===== src/rtl/swire_pkg.sv =====
`timescale 1ns/1ps
package swire_pkg;
  localparam int ADDR_W = 7;
  localparam int BYTE_W = ADDR_W + 1;
  localparam int BIT_CW = $clog2(BYTE_W);
  localparam logic [BYTE_W-1:0] IRQ_CMD = 8'h80;

  typedef enum logic [2:0] {
    ST_IDLE,
    ST_RECOV,
    ST_RX_WAIT,
    ST_RX_SAMP,
    ST_RESP_WAIT,
    ST_TX,
    ST_LOCK
  } sw_state_t;
endpackage


===== src/rtl/swire_us_tick.sv =====
`timescale 1ns/1ps
module swire_us_tick #(
  parameter int DIV = 200
) (
  input  logic clk,
  input  logic rst,
  output logic tick
);
  generate
    if (DIV <= 1) begin : g_direct
      always_ff @(posedge clk) begin
        if (rst) tick <= 1'b0;
        else     tick <= 1'b1;
      end
    end else begin : g_div
      localparam int CW = $clog2(DIV);
      localparam logic [CW-1:0] LAST = CW'(DIV - 1);
      logic [CW-1:0] cnt;
      always_ff @(posedge clk) begin
        if (rst) begin
          cnt  <= '0;
          tick <= 1'b0;
        end else begin
          tick <= 1'b0;
          if (cnt == LAST) begin
            cnt  <= '0;
            tick <= 1'b1;
          end else begin
            cnt <= cnt + 1'b1;
          end
        end
      end
    end
  endgenerate
endmodule


===== src/rtl/swire_line_sync.sv =====
`timescale 1ns/1ps
module swire_line_sync (
  input  logic clk,
  input  logic rst,
  input  logic din,
  output logic line_q,
  output logic fell,
  output logic rose
);
  logic [2:0] s;

  always_ff @(posedge clk) begin
    if (rst) s <= 3'b111;
    else     s <= {s[1:0], din};
  end

  assign line_q = s[1];
  assign fell   = s[2] & ~s[1];
  assign rose   = ~s[2] & s[1];
endmodule


===== src/rtl/swire_pulse_tx.sv =====
`timescale 1ns/1ps
module swire_pulse_tx #(
  parameter int W = 12
) (
  input  logic         clk,
  input  logic         rst,
  input  logic         tick,
  input  logic         start,
  input  logic [W-1:0] low_len,
  input  logic [W-1:0] period_len,
  output logic         drive_low,
  output logic         done
);
  logic [W-1:0] cnt, lowr, perr;
  logic         busy;

  always_ff @(posedge clk) begin
    if (rst) begin
      cnt       <= '0;
      lowr      <= '0;
      perr      <= '0;
      busy      <= 1'b0;
      drive_low <= 1'b0;
      done      <= 1'b0;
    end else begin
      done <= 1'b0;
      if (start) begin
        cnt       <= '0;
        lowr      <= low_len;
        perr      <= period_len;
        busy      <= 1'b1;
        drive_low <= 1'b1;
      end else if (busy && tick) begin
        cnt <= cnt + 1'b1;
        if (cnt + 1'b1 >= lowr) drive_low <= 1'b0;
        if (cnt + 1'b1 >= perr) begin
          busy <= 1'b0;
          done <= 1'b1;
        end
      end
    end
  end

  AST_DONE_RELEASED: assert property (@(posedge clk) disable iff (rst)
    done |-> !drive_low);
  AST_IDLE_RELEASED: assert property (@(posedge clk) disable iff (rst)
    (!busy && !start) |=> !drive_low);
endmodule


===== src/rtl/swire_slave.sv =====
`timescale 1ns/1ps
module swire_slave
  import swire_pkg::*;
#(
  parameter int US_DIV        = 200,
  parameter int BREAK_US      = 190,
  parameter int RECOV_US      = 40,
  parameter int SAMPLE_US     = 68,
  parameter int RESP_US       = 330,
  parameter int ONE_US        = 40,
  parameter int ZERO_US       = 110,
  parameter int CYCLE_US      = 205,
  parameter int MBRK_US       = 200,
  parameter int MREC_US       = 50,
  parameter int RESET_US      = 2000000,
  parameter int IRQ_PERIOD_US = 1000000
) (
  input  logic              clk,
  input  logic              rst,
  input  logic              line_in,
  output logic              line_drive_low,
  input  logic              irq_en,
  input  logic              irq_req,
  output logic [ADDR_W-1:0] reg_addr,
  output logic              reg_rd_en,
  input  logic [BYTE_W-1:0] reg_rd_data,
  output logic              reg_wr_en,
  output logic [BYTE_W-1:0] reg_wr_data
);
  localparam int TMAX = (RESET_US > IRQ_PERIOD_US) ? RESET_US : IRQ_PERIOD_US;
  localparam int TW   = $clog2(TMAX + 1);
  localparam logic [TW-1:0] T_BREAK   = TW'(BREAK_US);
  localparam logic [TW-1:0] T_RECOV   = TW'(RECOV_US);
  localparam logic [TW-1:0] T_SAMP_M1 = TW'(SAMPLE_US - 1);
  localparam logic [TW-1:0] T_RESP    = TW'(RESP_US);
  localparam logic [TW-1:0] T_ONE     = TW'(ONE_US);
  localparam logic [TW-1:0] T_ZERO    = TW'(ZERO_US);
  localparam logic [TW-1:0] T_CYCLE   = TW'(CYCLE_US);
  localparam logic [TW-1:0] T_MBRK    = TW'(MBRK_US);
  localparam logic [TW-1:0] T_MFRAME  = TW'(MBRK_US + MREC_US);
  localparam logic [TW-1:0] T_RESET   = TW'(RESET_US);
  localparam logic [TW-1:0] T_IRQ     = TW'(IRQ_PERIOD_US);
  localparam logic [BIT_CW-1:0] LAST_BIT = BIT_CW'(BYTE_W - 1);

  logic tick, line_q, fell, rose, tx_done;
  sw_state_t           state;
  logic [TW-1:0]       tmr, low_us, irq_tmr;
  logic [BIT_CW-1:0]   bit_cnt;
  logic [BYTE_W-2:0]   sr;
  logic [BYTE_W-1:0]   sh, nb;
  logic                data_phase, tx_break, tx_start;
  logic [TW-1:0]       tx_low, tx_per;
  logic                irq_due, irq_fire, frame_ok;

  swire_us_tick #(.DIV(US_DIV)) u_tick (.clk(clk), .rst(rst), .tick(tick));

  swire_line_sync u_sync (
    .clk(clk), .rst(rst), .din(line_in),
    .line_q(line_q), .fell(fell), .rose(rose)
  );

  swire_pulse_tx #(.W(TW)) u_ptx (
    .clk(clk), .rst(rst), .tick(tick), .start(tx_start),
    .low_len(tx_low), .period_len(tx_per),
    .drive_low(line_drive_low), .done(tx_done)
  );

  // length of the current low phase in microseconds, saturating
  always_ff @(posedge clk) begin
    if (rst || line_q)                   low_us <= '0;
    else if (tick && low_us != T_RESET)  low_us <= low_us + 1'b1;
  end

  assign irq_due  = (irq_tmr == T_IRQ);
  assign irq_fire = (state == ST_IDLE) && irq_en && irq_req && irq_due && line_q && !rose;
  assign frame_ok = (state != ST_TX) && (state != ST_LOCK);
  assign nb       = {line_q, sr};

  always_ff @(posedge clk) begin
    if (rst)                             irq_tmr <= T_IRQ;
    else if (irq_fire)                   irq_tmr <= '0;
    else if (tick && irq_tmr != T_IRQ)   irq_tmr <= irq_tmr + 1'b1;
  end

  always_ff @(posedge clk) begin
    if (rst) begin
      state       <= ST_IDLE;
      tmr         <= '0;
      bit_cnt     <= '0;
      sr          <= '0;
      sh          <= '0;
      data_phase  <= 1'b0;
      tx_break    <= 1'b0;
      tx_start    <= 1'b0;
      tx_low      <= '0;
      tx_per      <= '0;
      reg_addr    <= '0;
      reg_wr_en   <= 1'b0;
      reg_wr_data <= '0;
      reg_rd_en   <= 1'b0;
    end else begin
      reg_wr_en <= 1'b0;
      reg_rd_en <= 1'b0;
      tx_start  <= 1'b0;
      if (frame_ok && !line_q && low_us == T_RESET) begin
        state <= ST_LOCK;
      end else if (frame_ok && rose && low_us >= T_BREAK) begin
        state      <= ST_RECOV;
        tmr        <= '0;
        bit_cnt    <= '0;
        data_phase <= 1'b0;
      end else begin
        case (state)
          ST_IDLE: if (irq_fire) begin
            state    <= ST_TX;
            tx_break <= 1'b1;
            sh       <= IRQ_CMD;
            bit_cnt  <= '0;
            tx_low   <= T_MBRK;
            tx_per   <= T_MFRAME;
            tx_start <= 1'b1;
          end
          ST_RECOV: begin
            if (tick && tmr < T_RECOV) tmr <= tmr + 1'b1;
            if (fell) begin
              tmr   <= '0;
              state <= (tmr >= T_RECOV) ? ST_RX_SAMP : ST_IDLE;
            end
          end
          ST_RX_WAIT: if (fell) begin
            tmr   <= '0;
            state <= ST_RX_SAMP;
          end
          ST_RX_SAMP: if (tick) begin
            if (tmr == T_SAMP_M1) begin
              tmr     <= '0;
              sr      <= nb[BYTE_W-1:1];
              bit_cnt <= bit_cnt + 1'b1;
              state   <= ST_RX_WAIT;
              if (bit_cnt == LAST_BIT) begin
                if (data_phase) begin
                  reg_wr_en   <= 1'b1;
                  reg_wr_data <= nb;
                  state       <= ST_IDLE;
                end else begin
                  reg_addr <= nb[ADDR_W-1:0];
                  if (nb[BYTE_W-1]) begin
                    data_phase <= 1'b1;
                  end else begin
                    reg_rd_en <= 1'b1;
                    state     <= ST_RESP_WAIT;
                  end
                end
              end
            end else begin
              tmr <= tmr + 1'b1;
            end
          end
          ST_RESP_WAIT: if (tick) begin
            if (tmr == T_RESP) begin
              sh       <= reg_rd_data >> 1;
              tx_low   <= reg_rd_data[0] ? T_ONE : T_ZERO;
              tx_per   <= T_CYCLE;
              tx_start <= 1'b1;
              tx_break <= 1'b0;
              bit_cnt  <= '0;
              state    <= ST_TX;
            end else begin
              tmr <= tmr + 1'b1;
            end
          end
          ST_TX: if (tx_done) begin
            if (!tx_break && bit_cnt == LAST_BIT) begin
              state <= ST_IDLE;
            end else begin
              if (!tx_break) bit_cnt <= bit_cnt + 1'b1;
              tx_break <= 1'b0;
              sh       <= sh >> 1;
              tx_low   <= sh[0] ? T_ONE : T_ZERO;
              tx_per   <= T_CYCLE;
              tx_start <= 1'b1;
            end
          end
          ST_LOCK: if (line_q) state <= ST_IDLE;
          default: state <= ST_IDLE;
        endcase
      end
    end
  end

  AST_STROBE_EXCL: assert property (@(posedge clk) disable iff (rst)
    !(reg_rd_en && reg_wr_en));
  AST_WR_SINGLE: assert property (@(posedge clk) disable iff (rst)
    reg_wr_en |=> !reg_wr_en);
  AST_RD_SINGLE: assert property (@(posedge clk) disable iff (rst)
    reg_rd_en |=> !reg_rd_en);
  AST_RD_THEN_WAIT: assert property (@(posedge clk) disable iff (rst)
    reg_rd_en |-> (state == ST_RESP_WAIT));
  AST_RX_QUIET: assert property (@(posedge clk) disable iff (rst)
    (state == ST_RX_WAIT || state == ST_RX_SAMP) |-> !line_drive_low);
  AST_LOCK_QUIET: assert property (@(posedge clk) disable iff (rst)
    (state == ST_LOCK) |-> !line_drive_low);
endmodule


===== config.mk =====
export PLATFORM = sky130hd
export DESIGN_NAME = swire_slave
export DESIGN_NICKNAME = d
export VERILOG_FILES = /design/src/rtl/swire_pkg.sv /design/src/rtl/swire_us_tick.sv /design/src/rtl/swire_line_sync.sv /design/src/rtl/swire_pulse_tx.sv /design/src/rtl/swire_slave.sv
export SDC_FILE = /design/constraint.sdc
export NUM_CORES = 1
export LEC_CHECK = 0
export BUFFER_PORTS_ARGS = -buffer_cell sky130_fd_sc_hd__buf_4
export CORE_UTILIZATION = 60
export CTS_BUF_LIST = sky130_fd_sc_hd__clkbuf_4 sky130_fd_sc_hd__clkbuf_8
export DETAILED_ROUTE_END_ITERATION = 7
export PLACE_DENSITY = 0.83
export SLEW_MARGIN = 15
export SYNTH_ARGS = -nofsm -noshare
export SYNTH_HDL_FRONTEND = slang
export SYNTH_HIERARCHICAL = 1
export SYNTH_SLANG_ARGS = --single-unit

===== constraint.sdc =====
create_clock -name clk -period 4.2 [get_ports clk]
set_input_delay 0.63 -clock clk [delete_from_list [all_inputs] [get_ports clk]]
set_output_delay 0.63 -clock clk [all_outputs]
set_load 0.01 [all_outputs]

==> results.toml, run 1 <==
[die]
die_area_um2 = 17200
coreArea_um2 = 16100
die_w_um = 131
start_util_pct = 62.3
rows = 46
io_pins = 31
fp.dieH_um = 131

[layout]
area_growth_pct = 8.48
layout-drive-gt1-share_pct = 8.71
fin_util_pct = 67.6
stdcell_area_um2 = 10900
diodes = 0
final_net_count = 1283

[logic_synthesis]
synth_top_area_share_pct = 37.0
synth.area.top_cells = "dfxtp_1 37%, ha_1 6.9%, mux2i_1 6.3%, nor2_1 5.7%, nand2_1 3.6%"
ys_ff_latch = 185
yosys_warnings = 6
yosysTopAreaCell = "dfxtp_1"
syn_area_per_cell_um2 = 8.46
async_flop_share_pct = 0
synthCells = 1182
ys_seq_area_share_pct = 37.0
syn_area_um2 = 10000
synth_edf_count = 0
synth_ff_type = "dfxtp_1"
ys_types = 84

[drt]
vias_per_cell = 5.84
post_drt_wl_per_cell_um = 15.3
drc = 0
antenna_left = 0
vias = 8433
wirelength_mm = 22.1
drt_iter0_markers = 798
firstDrtPassIters = 5

[critical_path]
reg2regPathDepth = 6
critical_path.max_fanout = 16
cp-start-kind = "flip-flop"
timing_worst_setup_path_type = "reg2reg"
crit-reg2reg-launch = "tmr[12]"
reg2reg_to = "reg_addr[2]"
worst_ep_required_time_ns = 4.61
critPathMaxStageDelay_ns = 0.77
arrival_ns = 3.87
cp.buffers_inverters = 0
crit_top_cell = "or4_1"
crit_chain = "or4_1 -> or4_1 -> or4_1 -> nor4b_4 -> nand3_1 -> a21oi_1"
cp_slowest_cell = "nor4b_4"
crit_family = "simple AND/OR/NAND/NOR gates"
r2r_setup_slack_ns = 0.73
end_kind = "flip-flop"

[place]
dpl.hpwl_mm = 15.2
io_buffers = 30
place.gp.congestion = 0.892
place_ws_ns = 0.778
dpl_cell_area_um2 = 10500

[job]
maxCapViolations = 0

[timing]
slew_violations = 0
setup_slack_ns = 0.734
rsz0062_at_grt = "no"
max_slew_margin_pct = 44.8
post-route-min-period_ns = 3.47
setup_viol_count_final = 0
hold_viol_final = 0
fin_crit_sh_pct = 82.5
finalSetupTns_ns = 0
fmax_ghz = 0.289
fin_skew_ns = 0.0114
tightest_slew_ns = 0.826

[clock_network]
insertion_delay_ns = 0.48
cts_resized = 0
htree_num_levels = 4
postCtsHoldBufs = 0
clock_path_buffers = 2
clk_pin_slew_worst_paths_ns = 0.10
postCtsSetupBuffers = 0
cts.sinks = 185
cts_tree = "yes"
root_buffer = "clkbuf_8"
cts_buffers = 17

[min_path]
min_from = "line_in"
hold_end = "u_sync/s[0]"
worstHoldPathCells = 2
hold_path.class = "in2reg"

[global_route]
grt_pass1_wl_mm = 37.5
grt_pass1_vias = 7960
antenna_found_initial = 0
grtUsageTotal_pct = 26.2
grt_start_max_net_pins = 69
grt_overflow_total = 0

[pwr]
ir_worst_vdd_uv = 253
p_leak_nw = 4.04
powerDensity_nw_per_um2 = 391

[outcome]
outcome = "completed"
[worst reg2reg max path, stage by stage, from the launching register on]
cell and delay [ns]:
dfxtp_1 0.39, or4_1 0.57, or4_1 0.69, or4_1 0.62, nor4b_4 0.77, nand3_1 0.19
a21oi_1 0.18
[worst max path at each step]
stage                  from           to  slack [ns]  depth (start not counted)
detailed placement  tmr[12]       tmr[0]        0.78                          6
CTS                 tmr[12]  reg_addr[6]        0.72                          6
global route         tmr[6]  reg_addr[6]        0.49                          6
finish              tmr[12]  reg_addr[2]        0.73                          6
floorplan            tmr[6]        sh[3]        1.06                         10
global placement    tmr[12]  reg_addr[1]        0.84                          6
[state kept, by name (all words and copies together) (netlist names), 8 cells and up]
name / count
tmr: 21
low_us: 21
u_ptx/perr: 21
reg_wr_data: 8
u_tick/g_div.cnt: 8
u_ptx/lowr: 21
irq_tmr: 21
u_ptx/cnt: 21
[metrics by stage]
| stage | hold slack [ns] | total power, mW | std cells |
|---|---|---|---|
| detailed placement | 0.398 | 3.10 | 1412 |
| CTS | 0.293 | 4.24 | 1444 |
| global placement | 0.388 | 3.07 | 1412 |
| floorplan | 0.385 | 2.90 | 1209 |
| global route | 0.294 | 4.47 | 1444 |
| finish | 0.319 | 4.25 | 1444 |
[synthesized netlist by cell type (3+ instances only)]
| library cell | n |
|---|---|
| dfxtp_1 | 185 |
| nor2_1 | 153 |
| nand2_1 | 95 |
| inv_1 | 68 |
| a21oi_1 | 65 |
| mux2i_1 | 63 |
| ha_1 | 55 |
| nand3_1 | 54 |
| o21ai_0 | 40 |
| clkbuf_1 | 38 |
| xnor2_1 | 38 |
| xor2_1 | 35 |
| nand4_1 | 22 |
| or3_1 | 20 |
| nor2b_1 | 19 |
| nor3_1 | 18 |
| and3_1 | 17 |
| o211ai_1 | 16 |
| or4_1 | 14 |
| nor4_1 | 11 |
| o31ai_1 | 10 |
| buf_2 | 9 |
| o2111ai_1 | 8 |
| a31oi_1 | 6 |
| o41ai_1 | 6 |
| and4_1 | 5 |
| buf_1 | 5 |
| mux2_2 | 5 |
| a211oi_1 | 4 |
| a21o_1 | 4 |
| and2_1 | 4 |
| mux2_4 | 4 |
| nand2b_1 | 4 |
| nor3b_1 | 4 |
| nor4b_1 | 4 |
| o211a_1 | 4 |
| o221ai_1 | 4 |
| or4b_2 | 4 |
| nand4b_1 | 3 |
| o21a_1 | 3 |
| or2_1 | 3 |
[layer usage]
metal / track usage [%] / part of all wire (%) / vias up
met4: 9.15 / 2.3 / 0
met5: 0 / 0 / -
met1: 34.1 / 46 / 3931
li1: - / - / 4209
met3: 5.02 / 4.9 / 53
met2: 43.1 / 47 / 240
[layout make-up]
class                   instances  area (um2)
inverters                      70         263
clock inverters                14         128
multi-input cells             899        5920
fillers                      1324        5210
repair buffers                 42         315
clock buffers                  18         248
well taps                     216         270
flip-flops and latches        185        3700
[report_power, final]
part	internal (mW)	switching [mW]	total (mW)
registers	1.88	0.138	2.02
logic	0.442	0.631	1.07
clock network	0.452	0.705	1.16
total	2.77	1.47	4.25
[logic make-up after synthesis]
family | synth area share (%)
adders and majority gates | 6.88
and+or+nand+nor | 24.1
DFF | 37.0
xor gates and xnor gates | 6.39
buffers and inverters | 5.03
muxes | 7.47
AOI/OAI and AO/OA | 13.0
other | 0.0375
[layout by cell type (no fill, tap or decap), types with 5 or more instances in the layout]
cell,Yosys,routed
a21oi_1,65,65
a31oi_1,6,6
and3_1,17,17
and4_1,5,5
buf_4,1,42
clkbuf_8,0,18
conb_1,1,28
dfxtp_1,185,184
ha_1,55,55
inv_1,68,68
inv_6,0,5
mux2_2,5,5
mux2i_1,63,63
nand2_1,95,95
nand3_1,54,54
nand4_1,22,22
nor2_1,153,153
nor2b_1,19,19
nor3_1,18,18
nor4_1,11,11
o2111ai_1,8,8
o211ai_1,16,16
o21ai_0,40,40
o31ai_1,10,10
o41ai_1,6,5
or3_1,20,20
or4_1,14,14
xnor2_1,38,38
xor2_1,35,35
Note: power is estimated with default switching activity, not from simulation.
==> run 2, diff against run 1 <==
--- a/config.mk
+++ b/config.mk
@@ -6,10 +6,10 @@
 export NUM_CORES = 1
 export LEC_CHECK = 0
 export BUFFER_PORTS_ARGS = -buffer_cell sky130_fd_sc_hd__buf_4
-export CORE_UTILIZATION = 60
+export CORE_UTILIZATION = 59
 export CTS_BUF_LIST = sky130_fd_sc_hd__clkbuf_4 sky130_fd_sc_hd__clkbuf_8
 export DETAILED_ROUTE_END_ITERATION = 7
-export PLACE_DENSITY = 0.83
+export PLACE_DENSITY = 0.85
 export SLEW_MARGIN = 15
 export SYNTH_ARGS = -nofsm -noshare
 export SYNTH_HDL_FRONTEND = slang
==> constraint.sdc (replaced) <==
create_clock -name clk -period 2.89 [get_ports clk]
set_input_delay 0.4335 -clock clk [delete_from_list [all_inputs] [get_ports clk]]
set_output_delay 0.4335 -clock clk [all_outputs]
set_load 0.01 [all_outputs]
==> run 2 against run 1 <==
Compared with the run above: the flow now finishes with violations (negative setup slack); final cell count rose by 4.8%; fmax grew 19%; via count up 6.5%; non-clock buffer count up 65; clock power rose by 36%; register-to-register slack got worse by 0.75 ns; critical path depth unchanged; sequential share of layout area shrank 2.1 points; global-route usage up 0.65 points; die area is 1.7% higher; critical path type unchanged; largest cell class unchanged; largest power group unchanged.
==> results.toml, run 2 (synthesis gave the netlist of run 1 again) <==
[outcome]
outcome = "finished with violations"
violations = "negative setup slack"

[die]
fp.dieH_um = 132
die_w_um = 132
die_area_um2 = 17500
coreArea_um2 = 16600
io_pins = 31
rows = 47
start_util_pct = 60.3

[clock_network]
cts_buffers = 17
clock_path_buffers = 2
cts_tree = "yes"
clk_pin_slew_worst_paths_ns = 0.09
insertion_delay_ns = 0.48
root_buffer = "clkbuf_8"
htree_num_levels = 4
cts.sinks = 185

[pwr]
power_frac_comb_pct = 29.7
ir_worst_vdd_uv = 346
powerDensity_nw_per_um2 = 550
power.total_mw = 6.39
power_frac_clock_pct = 24.8
p_leak_nw = 4.41
internal-power_mw = 4.21
p_switching_mw = 2.18
power.share.sequential_pct = 45.6
switching_share_pct = 34.1

[critical_path]
worst_ep_required_time_ns = 3.25
cp-start-kind = "flip-flop"
timing_worst_setup_path_type = "reg2reg"
critical_path.max_fanout = 7
cp_slowest_cell = "or4_4"
crit_chain = "or4b_4 -> or4_4 -> o311ai_4 -> o211ai_2 -> or4_4 -> mux2_4"
end_kind = "flip-flop"
crit_top_cell = "or4_4"
critPathMaxStageDelay_ns = 0.63
arrival_ns = 3.27

[drt]
vias_per_cell = 5.93
drt_iter0_markers = 844
wirelength_mm = 24.5
post_drt_wl_per_cell_um = 16.2
firstDrtPassIters = 5
drc = 0
vias = 8984
antenna_left = 0

[timing]
max_slew_margin_pct = 50.8
slew_violations = 0
tightest_slew_ns = 0.736
fin_skew_ns = 0.0118
hold_viol_final = 0
hold_ws_ns = 0.156
rsz0062_at_grt = "yes"
post-route-min-period_ns = 2.91
fin_crit_sh_pct = 101
fmax_ghz = 0.344
setup_slack_ns = -0.0199
finalSetupTns_ns = -0.0675
setup_viol_count_final = 4

[place]
dpl.hpwl_mm = 16.3
dp_cells = 1467
place.gp.congestion = 0.927
io_buffers = 30

[layout]
diodes = 0
final_net_count = 1349
layout-drive-gt1-share_pct = 16.8
fin_util_pct = 70.1
final_common_cell = "dfxtp_1"
area_growth_pct = 16.3
final_cell_count_no_fill = 1514
mostFrequentLayoutCells = "175 x dfxtp_1, 148 x nor2_1, 100 x buf_4"

[global_route]
grt_start_max_net_pins = 106
antenna_found_initial = 0
grt_overflow_total = 0
grt_pass1_vias = 8300
grtUsageTotal_pct = 26.8
grt_pass1_wl_mm = 38.7

[job]
maxCapViolations = 0

[min_path]
hold_path.class = "in2reg"
run 2: cell type report:
class	count	area, um2
Sequential cell	185	3720
Timing Repair Buffer	107	875
Clock inverter	13	97.6
Clock buffer	19	255
Fill cell	1266	4950
Inverter	70	263
Multi-Input combinational cell	900	6140
Tap cell	220	275
run 2: stage by stage:
| step | setup slack (ns) | cell area [um2] |
|---|---|---|
| after floorplan | -0.0658 | 10100 |
| after global placement | 0.0506 | 10900 |
| after detailed placement | -0.0250 | 10900 |
| after CTS | -0.0195 | 11300 |
| after global routing | -0.0773 | 11600 |
| final | -0.0199 | 11600 |
run 2: final timing paths:
| path | start | end | slack, ns | depth (start not counted) |
|---|---|---|---|---|
| setup / recovery | tmr[4] | sh[4] | -0.02 | 6 |
| hold / removal | line_in | u_sync/s[0] | 0.16 | 2 |
| setup reg to reg | tmr[4] | sh[4] | -0.02 | 6 |
| hold reg to reg | u_sync/s[0] | u_sync/s[1] | 0.42 | 1 |
run 2: what timing repair did:
action                     in CTS  in global routing
resized for setup               5                 47
pin swaps                       1                 15
hold buffers                    0                  0
setup endpoints to repair       5                 30
gates cloned                    0                  3
setup buffers                   1                 11
run 2: power groups by stage:
stage                     logic, mW  clock network (mW)  registers [mW]
final                          1.90                1.58            2.91
after global routing           2.05                1.73            2.94
after detailed placement       1.66                   0            2.97
after floorplan                1.34                   0            2.88
after global placement         1.61                   0            2.96
after CTS                      1.70                1.62            2.91
run 2: per-layer routing:
metal	up-vias	routed length [um]	GRT usage, %
met1	4233	10800	35.8
met2	345	11600	43.4
met3	63	1520	4.84
li1	4343	-	-
met4	0	592	9.77
met5	-	0	0
run 2: critical path, delay by kind of cell (launching register included):
kind               cells  cell delay, ns
AOI/OAI and AO/OA      2            0.45
muxes                  1            0.32
DFF                    1            0.33
and+or+nand+nor        3            1.70
==> run 3, diff against run 2 <==
--- a/config.mk
+++ b/config.mk
@@ -6,6 +6,7 @@
 export NUM_CORES = 1
 export LEC_CHECK = 0
 export BUFFER_PORTS_ARGS = -buffer_cell sky130_fd_sc_hd__buf_4
+export CORE_MARGIN = 4
 export CORE_UTILIZATION = 59
 export CTS_BUF_LIST = sky130_fd_sc_hd__clkbuf_4 sky130_fd_sc_hd__clkbuf_8
 export DETAILED_ROUTE_END_ITERATION = 7
==> run 3 against run 2 <==
Compared with the run above: the flow now finishes without violations; sequential cell count unchanged; routed wire length decreased by 2.0%; clock-buffer cell count is 5 higher; clock power grew 13%; critical path type unchanged; largest power group unchanged; highest routed layer unchanged.
==> results.toml, run 3 (synthesis gave the netlist of run 1 again) <==
[pwr]
powerDensity_nw_per_um2 = 556
power.share.sequential_pct = 45.3
p_leak_nw = 4.45
power_frac_comb_pct = 27.2
power_frac_clock_pct = 27.5
ir_worst_vdd_uv = 460
switching_share_pct = 31.9
internal-power_mw = 4.40
power.total_mw = 6.47
p_switching_mw = 2.06

[critical_path]
end_kind = "flip-flop"
crit_top_cell = "or4_4"
timing_worst_setup_path_type = "reg2reg"
cp_slowest_cell = "or4_4"
arrival_ns = 3.20
worst_ep_required_time_ns = 3.25
critPathMaxStageDelay_ns = 0.62
crit_chain = "or4b_4 -> or4_4 -> o311ai_4 -> o211ai_2 -> or4_4 -> mux2_4"
critical_path.max_fanout = 7
cp-start-kind = "flip-flop"

[layout]
final_common_cell = "dfxtp_1"
fillCellCount = 1263
seq_area_um2 = 3720
diodes = 0
mostFrequentLayoutCells = "173 x dfxtp_1, 149 x nor2_1, 98 x buf_4"
final_cell_count_no_fill = 1510
area_growth_pct = 16.3
multi_input_area_um2 = 6120
layout-drive-gt1-share_pct = 16.1
final_net_count = 1346
stdcell_area_um2 = 11600

[die]
start_util_pct = 60.3
die_w_um = 138
coreArea_um2 = 16600
die_area_um2 = 19100
rows = 47
fp.dieH_um = 138
io_pins = 31

[global_route]
grt_overflow_total = 0
grt_start_max_net_pins = 106
grt_pass1_wl_mm = 39.8
grt_pass1_vias = 8392
grtUsageTotal_pct = 24.2
antenna_found_initial = 0

[drt]
wirelength_mm = 24.0
drc = 0
drt_iter0_markers = 705
vias_per_cell = 5.89
antenna_left = 0
post_drt_wl_per_cell_um = 15.9
firstDrtPassIters = 6
vias = 8893

[timing]
fin_skew_ns = 0.0111
setup_viol_count_final = 0
fmax_ghz = 0.351
rsz0062_at_grt = "yes"
post-route-min-period_ns = 2.85
fin_crit_sh_pct = 98.5
max_slew_margin_pct = 48.1
tightest_slew_ns = 0.778
finalSetupTns_ns = 0
slew_violations = 0
hold_viol_final = 0

[clock_network]
postCtsHoldBufs = 0
root_buffer = "clkbuf_8"
cts_buffers = 17
insertion_delay_ns = 0.47
htree_num_levels = 4
clock_path_buffers = 2
cts_tree = "yes"
clk_pin_slew_worst_paths_ns = 0.09
cts.sinks = 185

[job]
maxCapViolations = 0

[place]
dpl_cell_area_um2 = 10900
place.gp.congestion = 0.916
dpl.hpwl_mm = 16.2
io_buffers = 30
dp_cells = 1466

[min_path]
hold_path.class = "in2reg"

[outcome]
outcome = "completed"
## run 3: worst max-delay path, delay by kind of cell, from the launching register on
| kind | cells | cell delay, ns |
|---|---|---|
| simple gates | 3 | 1.67 |
| compound gates | 2 | 0.42 |
| flops | 1 | 0.33 |
| mux | 1 | 0.32 |
## run 3: what timing repair did
item / CTS / global route
endpoints found under the hold margin: 0 / 0
gates cloned: 0 / 2
resized for setup: 9 / 37
setup endpoints to repair: 2 / 42
buffers inserted: 1 / 10
pin swaps: 2 / 15
## run 3: layer usage
metal	global-route usage [%]	wire [um]
met5	0	0
met4	8.06	484
met3	4.77	1370
met1	32.4	10700
met2	39.5	11500
## run 3: per-stage QoR
step | hold slack (ns) | setup slack, ns | util (%)
finish | 0.140 | 0.0421 | 70.1
global route | 0.118 | -0.0503 | 70.1
CTS | 0.124 | 0.00756 | 68.4
detailed placement | 0.416 | 0.000507 | 65.8
global placement | 0.408 | 0.0611 | 65.8
floorplan | 0.385 | -0.0658 | -
## run 3: worst paths after layout
| path | from | endpoint | slack, ns | cells after the start |
|---|---|---|---|---|
| max | tmr[4] | sh[3] | 0.04 | 6 |
| min | line_in | u_sync/s[0] | 0.14 | 2 |
| max reg2reg | tmr[4] | sh[3] | 0.04 | 6 |
| min reg2reg | u_sync/s[0] | u_sync/s[1] | 0.43 | 1 |
## run 3: final cells by class
type                       instances  area share (%)
multi-input combinational        900            52.6
sequential                       185            32.0
timing repair buffer             104            7.32
clock buffer                      24            2.68
tap                              220            2.37
inverter                          70            2.26
clock inverter                     7           0.764
## run 3: power by group through the flow
stage               Sequential, mW  Combinational (mW)  Clock [mW]
floorplan                     2.88                1.34           0
global placement              2.98                1.58           0
detailed placement            2.98                1.62           0
CTS                           2.93                1.64        1.80
global route                  2.96                1.93        1.92
finish                        2.93                1.76        1.78
